## src/rtl/brev_agen_pkg.sv

```systemverilog
// Package: shared widths and the result record for the address generator.
package brev_agen_pkg;
    localparam int unsigned PTR_W = 32;
    localparam int unsigned REV_W = 16;

    typedef enum logic {
        MODE_LINEAR = 1'b0,
        MODE_BREV   = 1'b1
    } agen_mode_e;

    typedef struct packed {
        logic [PTR_W-1:0] addr;
        logic [PTR_W-1:0] ptr;
    } agen_result_t;
endpackage

```

## src/rtl/brev_agen_rev.sv

```systemverilog
// Module: brev_agen_rev
// Mirrors the lowest REV_W bits of a word and passes the bits above them
// through unchanged. Purely combinational.
// Assumes: REV_W <= W.
module brev_agen_rev #(
    parameter int unsigned W     = 32,
    parameter int unsigned REV_W = 16
) (
    input  logic [W-1:0] din,
    output logic [W-1:0] dout
);
    localparam int unsigned HI_W = W - REV_W;

    // Mirror the low field one wire per bit.
    for (genvar i = 0; i < REV_W; i++) begin : g_mirror
        assign dout[i] = din[REV_W-1-i];
    end

    // Pass the upper field through, if there is one.
    if (HI_W > 0) begin : g_upper
        assign dout[W-1:REV_W] = din[W-1:REV_W];
    end
endmodule

```

## src/rtl/brev_agen_inc.sv

```systemverilog
// Module: brev_agen_inc
// Post-increment adder that wraps modulo 2^W.
// Assumes: the carry out of the top bit is discarded on purpose.
module brev_agen_inc #(
    parameter int unsigned W = 32
) (
    input  logic [W-1:0] base,
    input  logic [W-1:0] step,
    output logic [W-1:0] sum
);
    // Add the two operands and drop the carry out.
    always_comb begin
        sum = base + step;
    end
endmodule

```

## src/rtl/brev_agen_reg.sv

```systemverilog
// Module: brev_agen_reg
// Output register stage. It loads a result when a request is valid and
// otherwise holds the last one. The valid flag follows the request by one
// cycle.
// Assumes: the reset is synchronous and active low.
module brev_agen_reg
    import brev_agen_pkg::*;
(
    input  logic         clk,
    input  logic         rst_n,
    input  logic         load,
    input  agen_result_t d,
    output agen_result_t q,
    output logic         q_valid
);
    // Capture the result on a request and hold it otherwise.
    always_ff @(posedge clk) begin
        if (!rst_n) begin
            q <= '0;
        end else if (load) begin
            q <= d;
        end
    end

    // Raise the valid flag in the cycle after each request.
    always_ff @(posedge clk) begin
        if (!rst_n) begin
            q_valid <= 1'b0;
        end else begin
            q_valid <= load;
        end
    end
endmodule

```

## src/rtl/brev_agen.sv

```systemverilog
// Module: brev_agen
// Address generator for the register-modified post-increment modes. It
// returns the access address and the pointer advanced by the modifier. In
// bit-reverse mode the access address has its low half mirrored. Both
// results are registered.
// Assumes: the caller writes next_ptr back into the pointer register.
module brev_agen
    import brev_agen_pkg::*;
(
    input  logic        clk,
    input  logic        rst_n,
    input  logic        req_valid,
    input  logic        brev_mode,
    input  logic [31:0] ptr_in,
    input  logic [31:0] mod_in,
    output logic        out_valid,
    output logic [31:0] eff_addr,
    output logic [31:0] next_ptr
);
    logic [PTR_W-1:0] rev_addr;
    logic [PTR_W-1:0] inc_ptr;
    agen_mode_e       mode;
    agen_result_t     res_d;
    agen_result_t     res_q;

    assign mode = agen_mode_e'(brev_mode);

    brev_agen_rev #(.W(PTR_W), .REV_W(REV_W)) u_rev (
        .din  (ptr_in),
        .dout (rev_addr)
    );

    brev_agen_inc #(.W(PTR_W)) u_inc (
        .base (ptr_in),
        .step (mod_in),
        .sum  (inc_ptr)
    );

    // Pick the access address for the selected mode.
    always_comb begin
        res_d.ptr  = inc_ptr;
        res_d.addr = (mode == MODE_BREV) ? rev_addr : ptr_in;
    end

    brev_agen_reg u_reg (
        .clk     (clk),
        .rst_n   (rst_n),
        .load    (req_valid),
        .d       (res_d),
        .q       (res_q),
        .q_valid (out_valid)
    );

    assign eff_addr = res_q.addr;
    assign next_ptr = res_q.ptr;
endmodule

```

## config.mk

```make
export PLATFORM = sky130hd
export DESIGN_NAME = brev_agen
export DESIGN_NICKNAME = d
export VERILOG_FILES = /design/src/rtl/brev_agen_pkg.sv /design/src/rtl/brev_agen_rev.sv /design/src/rtl/brev_agen_inc.sv /design/src/rtl/brev_agen_reg.sv /design/src/rtl/brev_agen.sv
export SDC_FILE = /design/constraint.sdc
export NUM_CORES = 1
export LEC_CHECK = 0
export BUFFER_PORTS_ARGS = -buffer_cell sky130_fd_sc_hd__buf_4
export CAP_MARGIN = 20
export CORE_MARGIN = 2
export CORE_UTILIZATION = 35
export CTS_BUF_LIST = sky130_fd_sc_hd__clkbuf_2
export DETAILED_ROUTE_END_ITERATION = 10
export PLACE_DENSITY_LB_ADDON = 0.1
export REMOVE_ABC_BUFFERS = 1
export SKIP_CTS_REPAIR_TIMING = 1
export SLEW_MARGIN = 20
export SYNTH_ARGS = -nofsm -noshare
export SYNTH_HDL_FRONTEND = slang
export SYNTH_SLANG_ARGS = --single-unit
```

## constraint.sdc

```tcl
create_clock -name clk -period 2.7 [get_ports clk]
set_clock_uncertainty 0.1 [all_clocks]
set_input_delay 0.54 -clock clk [delete_from_list [all_inputs] [get_ports clk]]
set_output_delay 0.54 -clock clk [all_outputs]
set_load 0.03 [all_outputs]
```

# Word-level counts from Yosys, hierarchy flattened
# Index checks and enable logic that the tools add are counted.
[classes]
add_sub_neg = 1
muxes = 1
[op_table]
columns = ["cell", "n"]
rows = [
  ["32-bit adder", 1],
  ["16-bit two-way mux", 1],
]
[word_totals]
output_inout_bits = 65
elab_cells = 5
reg_bits = 65
inputBits = 68

# Longest topological paths before layout
[depth]
depth_word = 1
mapped_depth = 9
depth_no_buf = 9

# By module
# From an unflattened synthesis, not the netlist that was laid out.
[hier_totals]
hier_cells = 508
hier_area_um2 = 4994.8
[by_module_without_submodules]
columns = ["module", "seq_area_each_um2", "instances", "cells_each", "area_per_inst_um2"]
rows = [
  ["brev_agen_reg", 1301.2, 1, 208, 2489.9],
  ["brev_agen_inc", 0.0, 1, 232, 1720.4],
  ["brev_agen", 0.0, 1, 36, 544.3],
  ["brev_agen_rev", 0.0, 1, 32, 240.2],
]

# Worst setup path after synthesis
# No wires, ideal clock.
[synth_timing]
kind = "input to register"
start = "in ptr_in[0]"
end = "reg u_reg.q[28] (netlist bit)"
required_time_ns = 2.483
setup_time_ns = 0.117
path_buffers = 0
setup_slack_ns = -0.164
arrival_time_ns = 2.646
stages = 9
cell_sequence = "ha_1 fa_1 a21oi_1 o21ai_2 a2111oi_4 or3_4 a211oi_2 or3_1 a32o_1"
[synth_via]
elab_chain_cells = 1
[synth_lines]
columns = ["item", "line", "source"]
rows = [
  ["start, declared", "brev_agen.sv:14", "input logic [31:0] ptr_in,"],
  ["32-bit adder", "brev_agen_inc.sv:13", "sum = base + step;"],
  ["end signal, assigned", "brev_agen_reg.sv:19", "q <= '0;"],
  ["end signal, assigned", "brev_agen_reg.sv:21", "q <= d;"],
  ["end, declared", "brev_agen_reg.sv:13", "output agen_result_t q,"],
]
# No other way between the ends.
# A chain may end at the register's enable or synchronous reset.

# Worst setup path after layout
# Ends and elaborated chain as after synthesis.

==> summary.md <==
| Metric | Value |
|---|---|
| Total GRT Usage | `between 10% and 20%` |
| I/O Pins | `roughly 130` |
| Post-placement cell count | `about 800` |
| # H-tree levels | `3` |
| Detailed-route via count | `between 4,000 and 5,000` |
| Crit path to | `u_reg.q[28]$_SDFFE_PN0P_` |
| Worst skew pair latency | `roughly 0.50 ns` |
| Register area share after synthesis | `31.9%` |
| Routed WL per cell | `between 15 and 20 um` |
| Seq. cell area | `between 1000 and 1500 sq um` |
| RePlAce Congestion | `0.828` |
| Synth Flop Type | `dfxtp_1` |
| Status | `finished, final reports clean` |
| PortBufs | `between 100 and 150` |
| Post-place instance area | `roughly 5600 sq um` |
| First-pass GRT wire length | `between 20 and 25 mm` |
| Share of cells above drive strength 1 | `between 30% and 40%` |
| CTS sink cnt | `between 60 and 70` |
| Largest net degree at the start of global routing | `66` |
| Root Driver | `clkbuf_2` |
| Reg2reg setup slack | `roughly 1.8 ns` |
| Total power | `between 2 and 3 mW` |
| Vias/cell | `about 5.2` |
| Worst R2R End | `u_reg.q[29]$_SDFFE_PN0P_` |
| Sum of net half-perimeters after detailed placement | `approximately 9.4 mm` |
| Most common cell after layout, fill and taps aside | `buf_4` |
| Synth Register Bits | `between 60 and 70` |
| Final setup viols | `0` |
| Leakage | `2.72 nW` |
| Antenna violations before repair | `0` |
| Synth warnings | `0` |
| Final-report max-slew violation count | `0` |
| Die height | `between 100 and 150 um` |
| Cell variety after synth | `between 60 and 70` |
| # diodes | `0` |
| Core area | `about 11,000 sq um` |
| Final non-filler cell total | `roughly 800` |
| Worst Path Required | `about 3 ns` |
| Worst vdd rail ir drop | `238 uV` |
| CP endpoint kind | `flop` |
| CP max FO | `4` |
| Final wirelength | `between 10 and 15 mm` |
| Post-route ant nets | `0` |
| Post-Syn Area | `between 4000 and 5000 sq um` |
| Drt drc | `0` |
| Fill count | `roughly 1,200` |
| CTS tree | `yes` |
| Die ar. | `approximately 13,000 sq um` |
| Rows | `39` |
| Layout area overhead | `38.5%` |
| Highest clock rate | `0.395 GHz` |
| DRT iter0 DRCs | `150` |
| MaxCap Viol Count | `0` |
| Grt ovf | `0` |
| Syn_area_per_cell | `approximately 8.6 sq um` |
| Reg2reg start | `u_reg.q[29]$_SDFFE_PN0P_` |
| Area of the multi-input gates | `around 2600 sq um` |
| Hold Fails Final Rpt | `0` |
| Worst path arrival time | `about 2.9 ns` |
| Min Tclk post-route | `between 2 and 3 ns` |
| Number of enable flip-flop cells after synthesis | `0` |
| Die Wd | `112 um` |
| Startpoint Class | `input pin` |
| RSZ-0062 raised after global routing | `no` |
| Number of global-route vias before repair | `between 4,000 and 5,000` |
| Clk buf depth | `2` |
| Commonest cells after routing, fill and taps aside | `buf_4, dfxtp_1, nor2_1` |
| Max_slew headroom | `about three fifths` |
| Post-layout net count | `750` |
| Crit Path Class | `input pin to flop` |
| Worst hold path type | `input pin to flop` |
| Fin crit share | `approximately 94%` |
| Pwr/cell area | `474 nW/um^2` |
| Slew @ Worst Pin | `~0.61 ns` |
| CTS Buf Count | `9` |
| Final instance area | `between 5000 and 6000 sq um` |
| Worst setup startpoint | `ptr_in[0]` |
| Mapped Cells | `approximately 480` |
| Worst Reg-to-Reg Cells | `3` |
| Reg clk slew, reported paths | `roughly 0.19 ns` |
| Hold_ws | `around 0.15 ns` |
| Initial core utilization | `a little over a third` |
| TritonRoute pass-1 iters | `6` |
| Asr flop ratio synth | `0%` |
==> how the worst min path moves through the flow <==
stage / start / end / depth (start not counted)
floorplan: u_reg.q[17]$_SDFFE_PN0P_ / u_reg.q[17]$_SDFFE_PN0P_ / 2
global placement: u_reg.q[22]$_SDFFE_PN0P_ / u_reg.q[22]$_SDFFE_PN0P_ / 2
detailed placement: u_reg.q[16]$_SDFFE_PN0P_ / u_reg.q[16]$_SDFFE_PN0P_ / 2
CTS: ptr_in[24] / u_reg.q[56]$_SDFFE_PN0P_ / 3
global route: ptr_in[20] / u_reg.q[52]$_SDFFE_PN0P_ / 3
finish: ptr_in[20] / u_reg.q[52]$_SDFFE_PN0P_ / 3
==> per-stage QoR <==
step	setup TNS (ns)	utilization (%)	setup WS, ns
CTS	0	49.5	0.217
global placement	-1.50	48.8	-0.374
finish	0	49.5	0.168
floorplan	-0.164	-	-0.164
detailed placement	-1.91	48.8	-0.399
global route	0	49.5	0.120
==> report_power, final <==
group	internal, mW	switching [mW]
sequential	1.04	0.0445
clock	0.127	0.374
combinational	0.486	0.603
total	1.66	1.02
==> Yosys cell counts, types with 10 or more instances <==
cell type,count,share of area (%)
a211oi_1,18,3.3
a21o_1,10,1.8
a21oi_1,42,5.1
clkbuf_1,20,1.8
dfxtp_1,65,32
ha_1,31,9.5
inv_1,11,1.0
mux2i_1,43,11
nand2_1,25,2.3
nand3_1,14,1.7
nor2_1,62,5.7
o21ai_0,15,1.8
xor2_1,11,2.4
==> cell families after synthesis <==
family | after synthesis | share of synthesized area (%)
mux | 43 | 10.5
xor+xnor | 18 | 3.86
compound gates | 140 | 24.0
simple gates | 144 | 16.5
fa+ha+maj | 32 | 9.99
flops | 65 | 31.9
buf+inv | 35 | 3.28
==> registers in the layout, summed over array words and instances (netlist names) <==
name	count
u_reg.q_valid	1
u_reg.q	64
==> critical path, cell delays in order <==
cell and delay [ns]:
buf_4 0.12, ha_1 0.22, fa_1 0.40, a21oi_1 0.29, o21ai_2 0.12, a2111oi_4 0.39, or3_4 0.21, a211oi_2 0.06
or3_1 0.30, a32o_1 0.24
==> metal layers <==
metal | global-route usage (%) | share of wire, %
met2 | 33.5 | 48
met4 | 4.47 | 0.56
met5 | 0 | 0
met1 | 24.6 | 46
met3 | 6.21 | 6.3
==> final cells by class <==
| type | instances | share of cell area, % |
|---|---|---|
| clock inverter | 4 | 0.354 |
| inverter | 12 | 0.796 |
| timing repair buffer | 185 | 24.8 |
| sequential | 65 | 23.0 |
| tap | 143 | 3.16 |
| clock buffer | 12 | 1.06 |
| multi-input combinational | 377 | 46.8 |
(Power assumes the default switching activity.)
